[src/rtl/xfer_len_ctrl.sv]
module xfer_len_ctrl #(
  parameter int CW = 16,
  parameter int RW = 24,
  parameter int CMDMAX = 32
) (
  input  logic                 clk,
  input  logic                 rst_n,
  input  logic [CW-1:0]        wdata,
  input  logic                 cnt_we,
  input  logic                 aux_we,
  input  logic                 rem_we,
  input  logic signed [RW-1:0] rem_wdata,
  input  logic                 cmd_phase,
  input  logic                 ti_start,
  input  logic                 buf_valid,
  input  logic [CW:0]          buf_len,
  input  logic                 irq_ack,
  input  logic                 dma_en,
  input  logic                 sel_req,
  input  logic [1:0]           sel_kind,
  output logic                 burst_valid,
  output logic [CW:0]          burst_len,
  output logic                 cmd_fetch,
  output logic                 mv_valid,
  output logic [CW:0]          mv_len,
  output logic                 to_device,
  output logic signed [RW-1:0] remain,
  output logic [CW-1:0]        cnt,
  output logic [7:0]           stat,
  output logic [7:0]           intr,
  output logic [2:0]           seq,
  output logic [4:0]           fflags,
  output logic                 irq,
  output logic                 sel_go,
  output logic [1:0]           sel_go_kind,
  output logic                 sel_pending
);
  localparam int LW = CW + 1;

  logic          tc_q, active_q, en_q;
  logic [LW-1:0] left_q;
  logic [1:0]    pkind_q;

  logic [LW-1:0] span, len_cmd, len_data, mv, left_n;
  logic [RW-1:0] span_w, abs_rem;
  logic signed [RW-1:0] mv_s, rem_n;
  logic          rem_pos, rem_n_pos, take_buf, done;

  assign span      = (cnt == '0) ? {1'b1, {CW{1'b0}}} : {1'b0, cnt};
  assign span_w    = RW'(span);
  assign abs_rem   = remain[RW-1] ? RW'(-remain) : RW'(remain);
  assign len_data  = LW'((span_w < abs_rem) ? span_w : abs_rem);
  assign len_cmd   = (span < LW'(CMDMAX)) ? span : LW'(CMDMAX);
  assign to_device = remain[RW-1];
  assign rem_pos   = !remain[RW-1] && (remain != '0);

  assign take_buf  = !ti_start && buf_valid && active_q && (buf_len != '0);
  assign mv        = (left_q < buf_len) ? left_q : buf_len;
  assign left_n    = left_q - mv;
  assign mv_s      = $signed(RW'(mv));
  assign rem_n     = to_device ? remain + mv_s : remain - mv_s;
  assign rem_n_pos = !rem_n[RW-1] && (rem_n != '0);

  always_comb begin
    done = 1'b0;
    if (take_buf) begin
      if (left_q == '0)
        done = !rem_pos;
      else
        done = (buf_len != mv) || (!to_device && (left_n == '0) && rem_n_pos);
    end
  end

  assign stat = {irq, 2'b00, tc_q, 4'b0000};

  always_ff @(posedge clk or negedge rst_n) begin
    if (!rst_n) begin
      cnt <= '0; tc_q <= 1'b0; irq <= 1'b0; intr <= '0; seq <= '0; fflags <= '0;
      remain <= '0; left_q <= '0; active_q <= 1'b0;
      burst_valid <= 1'b0; burst_len <= '0; cmd_fetch <= 1'b0;
      mv_valid <= 1'b0; mv_len <= '0;
    end else begin
      burst_valid <= 1'b0;
      cmd_fetch   <= 1'b0;
      mv_valid    <= 1'b0;
      if (cnt_we) begin
        cnt  <= wdata;
        tc_q <= 1'b0;
      end
      if (aux_we) begin
        fflags <= wdata[4:0];
        seq    <= wdata[10:8];
      end
      if (rem_we) remain <= rem_wdata;
      if (irq_ack) begin
        irq  <= 1'b0;
        intr <= '0;
      end
      if (ti_start) begin
        tc_q        <= 1'b0;
        burst_valid <= 1'b1;
        if (cmd_phase) begin
          burst_len <= len_cmd;
          cmd_fetch <= 1'b1;
        end else begin
          burst_len <= len_data;
          left_q    <= len_data;
          active_q  <= 1'b1;
        end
      end else if (take_buf && left_q != '0) begin
        mv_valid <= 1'b1;
        mv_len   <= mv;
        left_q   <= left_n;
        remain   <= rem_n;
      end
      if (done) begin
        tc_q     <= 1'b1;
        irq      <= 1'b1;
        intr     <= 8'h10;
        seq      <= '0;
        fflags   <= '0;
        cnt      <= '0;
        active_q <= 1'b0;
      end
    end
  end

  always_ff @(posedge clk or negedge rst_n) begin
    if (!rst_n) begin
      en_q <= 1'b0; sel_pending <= 1'b0; pkind_q <= '0;
      sel_go <= 1'b0; sel_go_kind <= '0;
    end else begin
      en_q   <= dma_en;
      sel_go <= 1'b0;
      if (dma_en) begin
        if (sel_req) begin
          sel_go      <= 1'b1;
          sel_go_kind <= sel_kind;
          sel_pending <= 1'b0;
        end else if (!en_q && sel_pending) begin
          sel_go      <= 1'b1;
          sel_go_kind <= pkind_q;
          sel_pending <= 1'b0;
        end
      end else if (sel_req) begin
        sel_pending <= 1'b1;
        pkind_q     <= sel_kind;
      end
    end
  end

  assert_cmd_clamp_R4: assert property (@(posedge clk) disable iff (!rst_n)
    cmd_fetch |-> (burst_len <= LW'(CMDMAX) && burst_len != '0));
  assert_move_bound_R6: assert property (@(posedge clk) disable iff (!rst_n)
    mv_valid |-> (mv_len <= $past(buf_len) && mv_len != '0));
  assert_done_regs_R10: assert property (@(posedge clk) disable iff (!rst_n)
    $rose(irq) |-> (intr == 8'h10 && cnt == '0 && stat[4] && seq == '0 && fflags == '0));
  assert_go_needs_en_R12: assert property (@(posedge clk) disable iff (!rst_n)
    sel_go |-> $past(dma_en));
  assert_go_clears_R13: assert property (@(posedge clk) disable iff (!rst_n)
    sel_go |-> !sel_pending);
endmodule

[config.mk]
export PLATFORM = sky130hd
export DESIGN_NAME = xfer_len_ctrl
export DESIGN_NICKNAME = d
export VERILOG_FILES = /design/src/rtl/xfer_len_ctrl.sv
export SDC_FILE = /design/constraint.sdc
export NUM_CORES = 1
export LEC_CHECK = 0
export ABC_CLOCK_PERIOD_IN_PS = 17800
export BUFFER_PORTS_ARGS = -buffer_cell sky130_fd_sc_hd__buf_2
export CORE_MARGIN = 3
export CORE_UTILIZATION = 48
export DETAILED_ROUTE_END_ITERATION = 7
export PLACE_DENSITY_LB_ADDON = 0.12
export SYNTH_ARGS = -nofsm -noshare
export SYNTH_HDL_FRONTEND = slang
export SYNTH_SLANG_ARGS = --single-unit
[constraint.sdc]
create_clock -name clk -period 17.8 [get_ports clk]
set_clock_uncertainty 0.15 [all_clocks]
set_input_delay 3.56 -clock clk [delete_from_list [all_inputs] [get_ports clk]]
set_output_delay 3.56 -clock clk [all_outputs]
set_load 0.01 [all_outputs]
Word-level counts from Yosys, hierarchy flattened
Cells that the tools add are included.
- input port bits: 70
- bits in latches: 0
- memories kept: 0
- ROM bits: 0
- register bits after elaboration: 120
- RAM bits: 0
- muxes and demuxes: 45
- reductions and logical operators: 36
- multipliers: 0
- eq/ne operators: 3
- add/sub/neg operators: 4
- magnitude comparators: 3
- bitwise operators: 2
- shift operators: 0
- div/mod/pow operators: 0
- operator list (cell ; count):
    $mux W17 ; 8
    $mux W24 ; 5
    $reduce_bool A24 Y1 ; 2
    $logic_not A17 Y1 ; 2
    $reduce_bool A17 Y1 ; 2
    $mux W16 ; 2
    $add A24 B18 Y24 ; 1
    $lt A17 B24 Y1 ; 1
    $neg A24 Y24 ; 1
    $sub A24 B18 Y24 ; 1
    $mux W1 ; 22
    $lt A17 B17 Y1 ; 1
    $lt A17 B6 Y1 const B ; 1
    $ne A17 B17 Y1 ; 1
    $sub A17 B17 Y17 ; 1
    $logic_not A16 Y1 ; 1
    $mux W8 ; 2
    $reduce_bool A2 Y1 ; 7
    $reduce_and A2 Y1 ; 6
    $mux W5 ; 2
    $logic_and A1 B1 Y1 ; 9
    $mux W3 ; 2
    $logic_not A1 Y1 ; 5
    $mux W2 ; 2
    other kinds (5) ; 6

Longest topological paths before layout
Gate-level depths: netlist of run 1.
- word-level depth: 12
- mapped depth: 29

Worst setup path after synthesis of run 1
OpenSTA, ideal clock, no wires.
- path kind: input to register
- from: input port buf_len[12]
- to: register cnt[10]
- arrival time: 9.410 ns
- setup time: 0.073 ns
- slack: 8.166 ns
- stages on the path: 28
- cells stage by stage: inv_1 -> ha_1 -> nand2_1 -> o21ai_0 -> a41oi_1 -> o31ai_1 -> clkbuf_1 -> buf_1 -> nor2_1 -> a21oi_1 -> ha_1 -> a21boi_1 -> and2_1 -> clkbuf_1 -> nor2_1 -> xnor2_1 -> ha_1 -> clkbuf_1 -> a21oi_1 -> o21ai_0 -> a21oi_1 -> o21ai_1 -> o41a_1 -> a2111o_1 -> nor4_4 -> a31oi_4 -> buf_6 -> a21oi_2
- word-level cells in the longest chain between the ends: 11
- RTL lines (element ; RTL line ; text):
    from (decl) ; 16 ; input logic [CW:0] buf_len,
    $lt A17 B17 Y1 ; 58 ; assign mv = (left_q < buf_len) ? left_q : buf_len;
    $mux W17 ; 58 ;
    $sub A24 B18 Y24 / $add A24 B18 Y24 (equally long branches) ; 61 ; assign rem_n = to_device ? remain + mv_s : remain - mv_s;
    $mux W24 ; 61 ;
    $reduce_bool A24 Y1 / $logic_not A1 Y1 (equally long branches) ; 62 ; assign rem_n_pos = !rem_n[RW-1] && (rem_n != '0);
    $logic_and A1 B1 Y1 ; 62 ;
    $logic_and A1 B1 Y1 ; 70 ; done = (buf_len != mv) || (!to_device && (left_n == '0) && rem_n_pos);
    $logic_or A1 B1 Y1 ; 70 ;
    $mux W1 ; 67 ; if (left_q == '0)
    $mux W1 (*) ; 66 ; if (take_buf) begin
    $mux W16 / $reduce_bool A2 Y1 (equally long branches) ; n/a ;
    to (signal assigned) ; 87 ; cnt <= wdata;
    to (decl) ; 28 ; output logic [CW-1:0] cnt,
Mark *: on every way between the ends. The rest lies on a longest branch, timed or not.
A chain may end at the register's enable or synchronous reset.

Worst setup path in the final report of run 1
- from: input port buf_len[12]
- to: register fflags[4]
- word-level cells in the longest chain between the ends: 11
- RTL lines (element ; RTL line ; text):
    $lt A17 B17 Y1 ; 58 ;
    $mux W17 ; 58 ;
    $sub A24 B18 Y24 / $add A24 B18 Y24 (equally long branches) ; 61 ;
    $mux W24 ; 61 ;
    $reduce_bool A24 Y1 / $logic_not A1 Y1 (equally long branches) ; 62 ;
    $logic_and A1 B1 Y1 ; 62 ;
    $logic_and A1 B1 Y1 ; 70 ;
    $logic_or A1 B1 Y1 ; 70 ;
    $mux W1 ; 67 ;
    $mux W1 (*) ; 66 ;
    $mux W5 / $reduce_bool A2 Y1 (equally long branches) ; n/a ;
    to (signal assigned) ; 91 ; fflags <= wdata[4:0];
    to (decl) ; 32 ; output logic [4:0] fflags,
Marked as above.

==> qor.yml, run 1 <==
timing:
  timing.final.crit_share_pct: 56.0
  finalHoldViolCount: 0
  tightest_slew_ps: 1030
  fmax_ghz: 0.100
  hold-worst-slack_ps: 329
  setup_viol: 0
  drv_slew: 0
  slew_headroom_pct: 31.2
  min_period_ps: 9960
  rsz0062_at_grt: "false"
  setup_tns_ps: 0
cells_and_area:
  seqCellArea_mm2: 0.00280
  drive_gt1_share_pct: 18.3
  antennaDiodeCount: 0
  stdcell_count: 1503
  multi_input_area_mm2: 0.00638
  fin_nets: 1383
  syn_to_final_growth_pct: 11.8
  n_fill_cell: 1939
floorplan:
  die_y_um: 148
  dieWidth_um: 148
  dieArea_mm2: 0.0220
  coreArea_mm2: 0.0197
  ios: 177
  initial_core_util_pct: 49.4
  rows: 51
setup_path:
  end_kind: "register"
  crit_start: "buf_len[12]"
  crit_path_end: "fflags[4]"
  r2r_setup_slack_ps: 10660
  critical_path_class: "input port to register"
  max_stage_delay_ps: 820
  crit_required_ps: 17850
  cp.arrival_ps: 10010
  worstReg2RegEnd: "fflags[4]"
  crit_path_start_kind: "input port"
  critPathMaxFanout: 42
  r2r_cells: 23
  r2r_start: "left_q[12]"
  crit_top_cell: "a21oi_1"
  crit_slowest_cell: "a31oi_4"
synth:
  ys_types: 82
  synth_area_mm2: 0.00971
  synth_edf_count: 0
  syn-instance-count: 1122
  yosysWarningCount: 0
  synth-main-ff-cell: "dfrtp_1"
  synthArstFlopShare_pct: 100
  seq_area_frac_synth_pct: 28.9
  synth_seq_cells: 112
  syn_area_per_cell_um2: 8.65
placed_design:
  io_buffers: 163
  dp_hpwl_um: 24000
  place_congestion: 1.01
  placed_cells_incl_taps: 1488
clock_tree:
  holdBufCountCts: 0
  cts_tree: "built"
  cts_htree_levels: 3
  cts_max_path_buffers: 2
  postCtsSetupBuffers: 0
  ctsResizeCount: 0
  cts_buffers: 9
  clk_pin_slew_worst_paths_ps: 80
  clock_tree.root_cell: "clkbuf_16"
  cts.sinks: 112
  clk_latency_ps: 370
detailed_routing:
  vias_per_cell: 6.01
  drc: 0
  firstDrtPassIters: 6
  totalWireLength_um: 30800
  first_iter_violations: 759
  vias: 9033
  ant_nets: 0
  wl_per_cell_um: 20.5
grt:
  gr-usage-all-layers_pct: 27.8
  grt_max_degree: 79
  grt_overflow_total: 0
  antenna_found_initial: 0
  grt_pass1_wl_um: 48000
  grt_pass1_vias: 8513
run_status:
  outcome: "complete, no violations"
worst_hold_path:
  hold_path.class: "register to register"
job:
  drv_cap: 0
==> flip-flops by register name, indices dropped and copies added, names as in the netlist <==
signal	count
active_q	1
burst_len	17
burst_valid	1
cmd_fetch	1
cnt	16
en_q	1
fflags	5
intr	1
left_q	17
mv_len	17
mv_valid	1
pkind_q	2
remain	24
sel_go	1
sel_go_kind	2
sel_pending	1
seq	3
tc_q	1
==> per-stage QoR <==
| stage | setup WS (ps) | area [um^2] | util, % |
|---|---|---|---|
| global route | 7360 | 10900 | 55.2 |
| detailed placement | 7650 | 10600 | 53.8 |
| CTS | 8030 | 10900 | 55.2 |
| global placement | 7810 | 10600 | 53.8 |
| floorplan | 8170 | 9750 | - |
| finish | 7840 | 10900 | 55.2 |
==> critical path, delay by kind of cell <==
kind                     cells  cell delay [ps]
AO/OA/AOI/OAI               12             3670
XOR/XNOR                     1              140
adder cells (fa/ha/maj)      3             1020
AND/OR/NAND/NOR              6              840
buffers and inverters        3              710
==> final cells by class <==
cell class | instances | area share, %
tap | 265 | 3.05
inverter | 53 | 1.83
timing repair buffer | 168 | 7.88
clock inverter | 6 | 0.553
clock buffer | 9 | 2.07
multi-input combinational | 890 | 58.8
sequential | 112 | 25.8
==> cell usage after synthesis, drive strengths merged, types with 10 or more instances <==
| cell type | number | area [um^2] |
|---|---|---|
| clkbuf | 47 | 176 |
| xor2 | 42 | 368 |
| inv | 51 | 191 |
| nand4 | 15 | 93.8 |
| nor3 | 30 | 155 |
| buf | 32 | 214 |
| mux2 | 21 | 236 |
| xnor2 | 24 | 210 |
| ha | 77 | 963 |
| a21o | 17 | 128 |
| nor4 | 18 | 134 |
| nor2 | 61 | 229 |
| o2bb2ai | 10 | 87.6 |
| dfrtp | 112 | 2800 |
| o21a | 20 | 150 |
| o31ai | 10 | 75.1 |
| nand2 | 92 | 345 |
| nand3 | 18 | 90.1 |
| o21ai | 83 | 415 |
| a21oi | 99 | 571 |
| a31oi | 16 | 130 |
| mux2i | 71 | 711 |
==> layer usage <==
layer | track usage (%) | share of wire, %
met1 | 39.5 | 45
met2 | 44.3 | 46
met3 | 3.72 | 5.8
met4 | 8.78 | 2.6
met5 | 0 | 0
==> how the worst min path moves through the flow <==
stage	slack [ps]	start	end	cells after the start
floorplan	310	tc_q	tc_q	2
global placement	310	mv_len[10]	mv_len[10]	2
detailed placement	320	mv_len[13]	mv_len[13]	2
CTS	330	mv_len[13]	mv_len[13]	2
global route	350	mv_len[7]	mv_len[7]	2
finish	330	mv_len[13]	mv_len[13]	2
==> kinds of logic (layout without fill, tap and decap cells) <==
family | after synthesis | after routing | synth area share (%)
multiplexers | 92 | 92 | 9.76
other | 1 | 13 | 0.0386
flip-flops | 112 | 112 | 28.9
adder cells (fa/ha/maj) | 79 | 79 | 10.3
AND/OR/NAND/NOR | 304 | 304 | 15.9
XOR/XNOR | 66 | 66 | 5.95
AO/OA/AOI/OAI | 336 | 336 | 23.1
buffers and inverters | 132 | 236 | 6.07
==> placed cells by master, fill, tap and decap left out, types with 7 or more instances in the layout <==
cell type and count:
mux2i_1 71, inv_1 51, mux2_2 10, nor2_1 61, nor4_1 16, a21o_1 17
or3_1 9, nor3b_1 7, dfrtp_1 112, o2bb2ai_1 10, buf_2 162, xor2_1 42
mux2_1 11, and2_1 7, o22ai_1 7, a21oi_1 79, xnor2_1 24, a31oi_1 14
nand4_1 15, and3_1 9, ha_1 77, o21ai_0 77, nand3_1 18, o21a_1 20
o211ai_1 8, a21oi_2 20, o31ai_1 9, nor2b_1 9, clkbuf_16 9, nor3_1 29
conb_1 13, nand2_1 91
Power of run 1 is not shown: default switching activity piles up to over one toggle a cycle in this logic, so the estimate is an artifact.
==> inputs of run 2 (changes only) <==
--- a/config.mk
+++ b/config.mk
@@ -5,7 +5,7 @@
 export SDC_FILE = /design/constraint.sdc
 export NUM_CORES = 1
 export LEC_CHECK = 0
-export ABC_CLOCK_PERIOD_IN_PS = 17800
+export ABC_CLOCK_PERIOD_IN_PS = 9730
 export BUFFER_PORTS_ARGS = -buffer_cell sky130_fd_sc_hd__buf_2
 export CORE_MARGIN = 3
 export CORE_UTILIZATION = 48
==> constraint.sdc (replaced) <==
create_clock -name clk -period 9.73 [get_ports clk]
set_clock_uncertainty 0.15 [all_clocks]
set_input_delay 1.946 -clock clk [delete_from_list [all_inputs] [get_ports clk]]
set_output_delay 1.946 -clock clk [all_outputs]
set_load 0.01 [all_outputs]
==> qor.yml, run 2 (synthesis gave the netlist of run 1 again) <==
run_status:
  outcome: "complete, no violations"
timing:
  rsz0062_at_grt: "false"
  setup_tns_ps: 0
  drv_slew: 0
  finalHoldViolCount: 0
  fmax_ghz: 0.121
  setup_viol: 0
  min_period_ps: 8290
  timing.final.crit_share_pct: 85.2
  tightest_slew_ps: 1020
  slew_headroom_pct: 31.8
cells_and_area:
  fin_nets: 1387
  antennaDiodeCount: 0
  regMostFlops: "remain"
  largest_reg_flops: 24
  final_common_cell: "buf_2"
  syn_to_final_growth_pct: 12.5
  drive_gt1_share_pct: 18.7
  final_cell_mix: "buf_2, dfrtp_1, nand2_1"
floorplan:
  rows: 51
  dieWidth_um: 148
  coreArea_mm2: 0.0197
  ios: 177
  initial_core_util_pct: 49.4
  die_y_um: 148
  dieArea_mm2: 0.0220
grt:
  grt_pass1_vias: 8708
  grt_max_degree: 81
  gr-usage-all-layers_pct: 28.7
  grt_pass1_wl_um: 49500
  antenna_found_initial: 0
  grt_overflow_total: 0
setup_path:
  worstReg2RegEnd: "active_q"
  cp.arrival_ps: 8440
  crit_top_cell: "a21oi_1"
  crit_required_ps: 9870
  crit_slowest_cell: "a2111o_1"
  path_depth: 24
  critPathBufInv: 3
  crit_path_start_kind: "input port"
  critical_path_class: "input port to register"
  r2r_start: "left_q[2]"
  worstPathCellList: "buf_2, inv_1, ha_1, a2111oi_0, o21ai_0, a211oi_1, o31ai_4, buf_4, a21oi_1, ha_1, a21boi_1, and2_1, nor2_1, xnor2_1, ha_1, a21oi_1, o21ai_0, a21oi_1, o21ai_1, o41a_1, a2111o_1, nor4_4, a31oi_4, a21oi_1"
  r2r_setup_slack_ps: 2630
  path_delay_family: "compound AO/OA/AOI/OAI gates"
  end_kind: "register"
  critPathMaxFanout: 25
  r2r_cells: 22
  max_stage_delay_ps: 450
clock_tree:
  cts_buffers: 9
  clk_latency_ps: 370
  postCtsSetupBuffers: 0
  cts_htree_levels: 3
  cts_max_path_buffers: 2
  clk_pin_slew_worst_paths_ps: 80
  cts.sinks: 112
  cts_tree: "built"
  ctsResizeCount: 0
  clock_tree.root_cell: "clkbuf_16"
  holdBufCountCts: 0
worst_hold_path:
  hold_path.class: "register to register"
  hold_start: "mv_len[7]"
  min_path_cells: 2
  whs_endpoint: "mv_len[7]"
detailed_routing:
  vias: 9223
  first_iter_violations: 697
  vias_per_cell: 6.12
  drc: 0
  ant_nets: 0
  firstDrtPassIters: 5
  wl_per_cell_um: 21.1
  totalWireLength_um: 31800
placed_design:
  dp_hpwl_um: 25200
  place_congestion: 1.01
  io_buffers: 163
job:
  drv_cap: 0
## run 2: cell count changes in the layout (fill, tap and decap cells not counted)
cell and change:
clkinv_8 +1, buf_4 +4, clkbuf_8 +1, bufinv_16 +1
inv_8 -2
## run 2: how the worst max path moves through the flow
stage | startpoint | to | slack [ps]
CTS | buf_len[2] | active_q | 1480
global placement | buf_len[2] | cnt[15] | 1370
global route | buf_len[2] | fflags[4] | 930
detailed placement | buf_len[2] | active_q | 1080
floorplan | buf_len[12] | cnt[10] | 1710
finish | buf_len[2] | active_q | 1440
## run 2: metrics by stage
step           util [%]  worst slack (ps)  hold WS (ps)  instances  cell area, um^2
3_5_place_dp       53.9              1080           317       1492            10600
6_report           55.6              1440           328       1508            10900
2_1_floorplan         -              1710           306       1134             9750
5_1_grt            55.6               933           354       1508            10900
3_3_place_gp       53.9              1370           306       1492            10600
4_1_cts            55.6              1480           335       1508            10900
## run 2: worst reg2reg max path, stage by stage, from the launching register on
cell	delay (ps)
dfrtp_1	550
ha_1	320
a2111oi_0	320
o21ai_0	150
a211oi_1	410
o31ai_4	190
buf_4	250
a21oi_1	390
ha_1	290
a21boi_1	280
and2_1	320
nor2_1	90
xnor2_1	160
ha_1	410
a21oi_1	420
o21ai_0	170
a21oi_1	210
o21ai_1	120
o41a_1	340
a2111o_1	450
nor4_4	330
a31oi_4	440
a21oi_1	290
## run 2: final cells by class
class	count	area, um^2
Multi-Input combinational cell	890	6380
Clock inverter	6	83.8
Clock buffer	10	239
Timing Repair Buffer	172	886
Inverter	53	199
Sequential cell	112	2800
Tap cell	265	332
Fill cell	1919	8730
## run 2: layer usage
metal / track usage (%) / up-vias / wire length (um)
met1: 40.2 / 4489 / 14300
li1: - / 4348 / -
met4: 7.30 / 0 / 771
met2: 47.0 / 330 / 15000
met5: 0 / - / 0
met3: 4.14 / 56 / 1770
Power of run 2 is left out for the same reason.
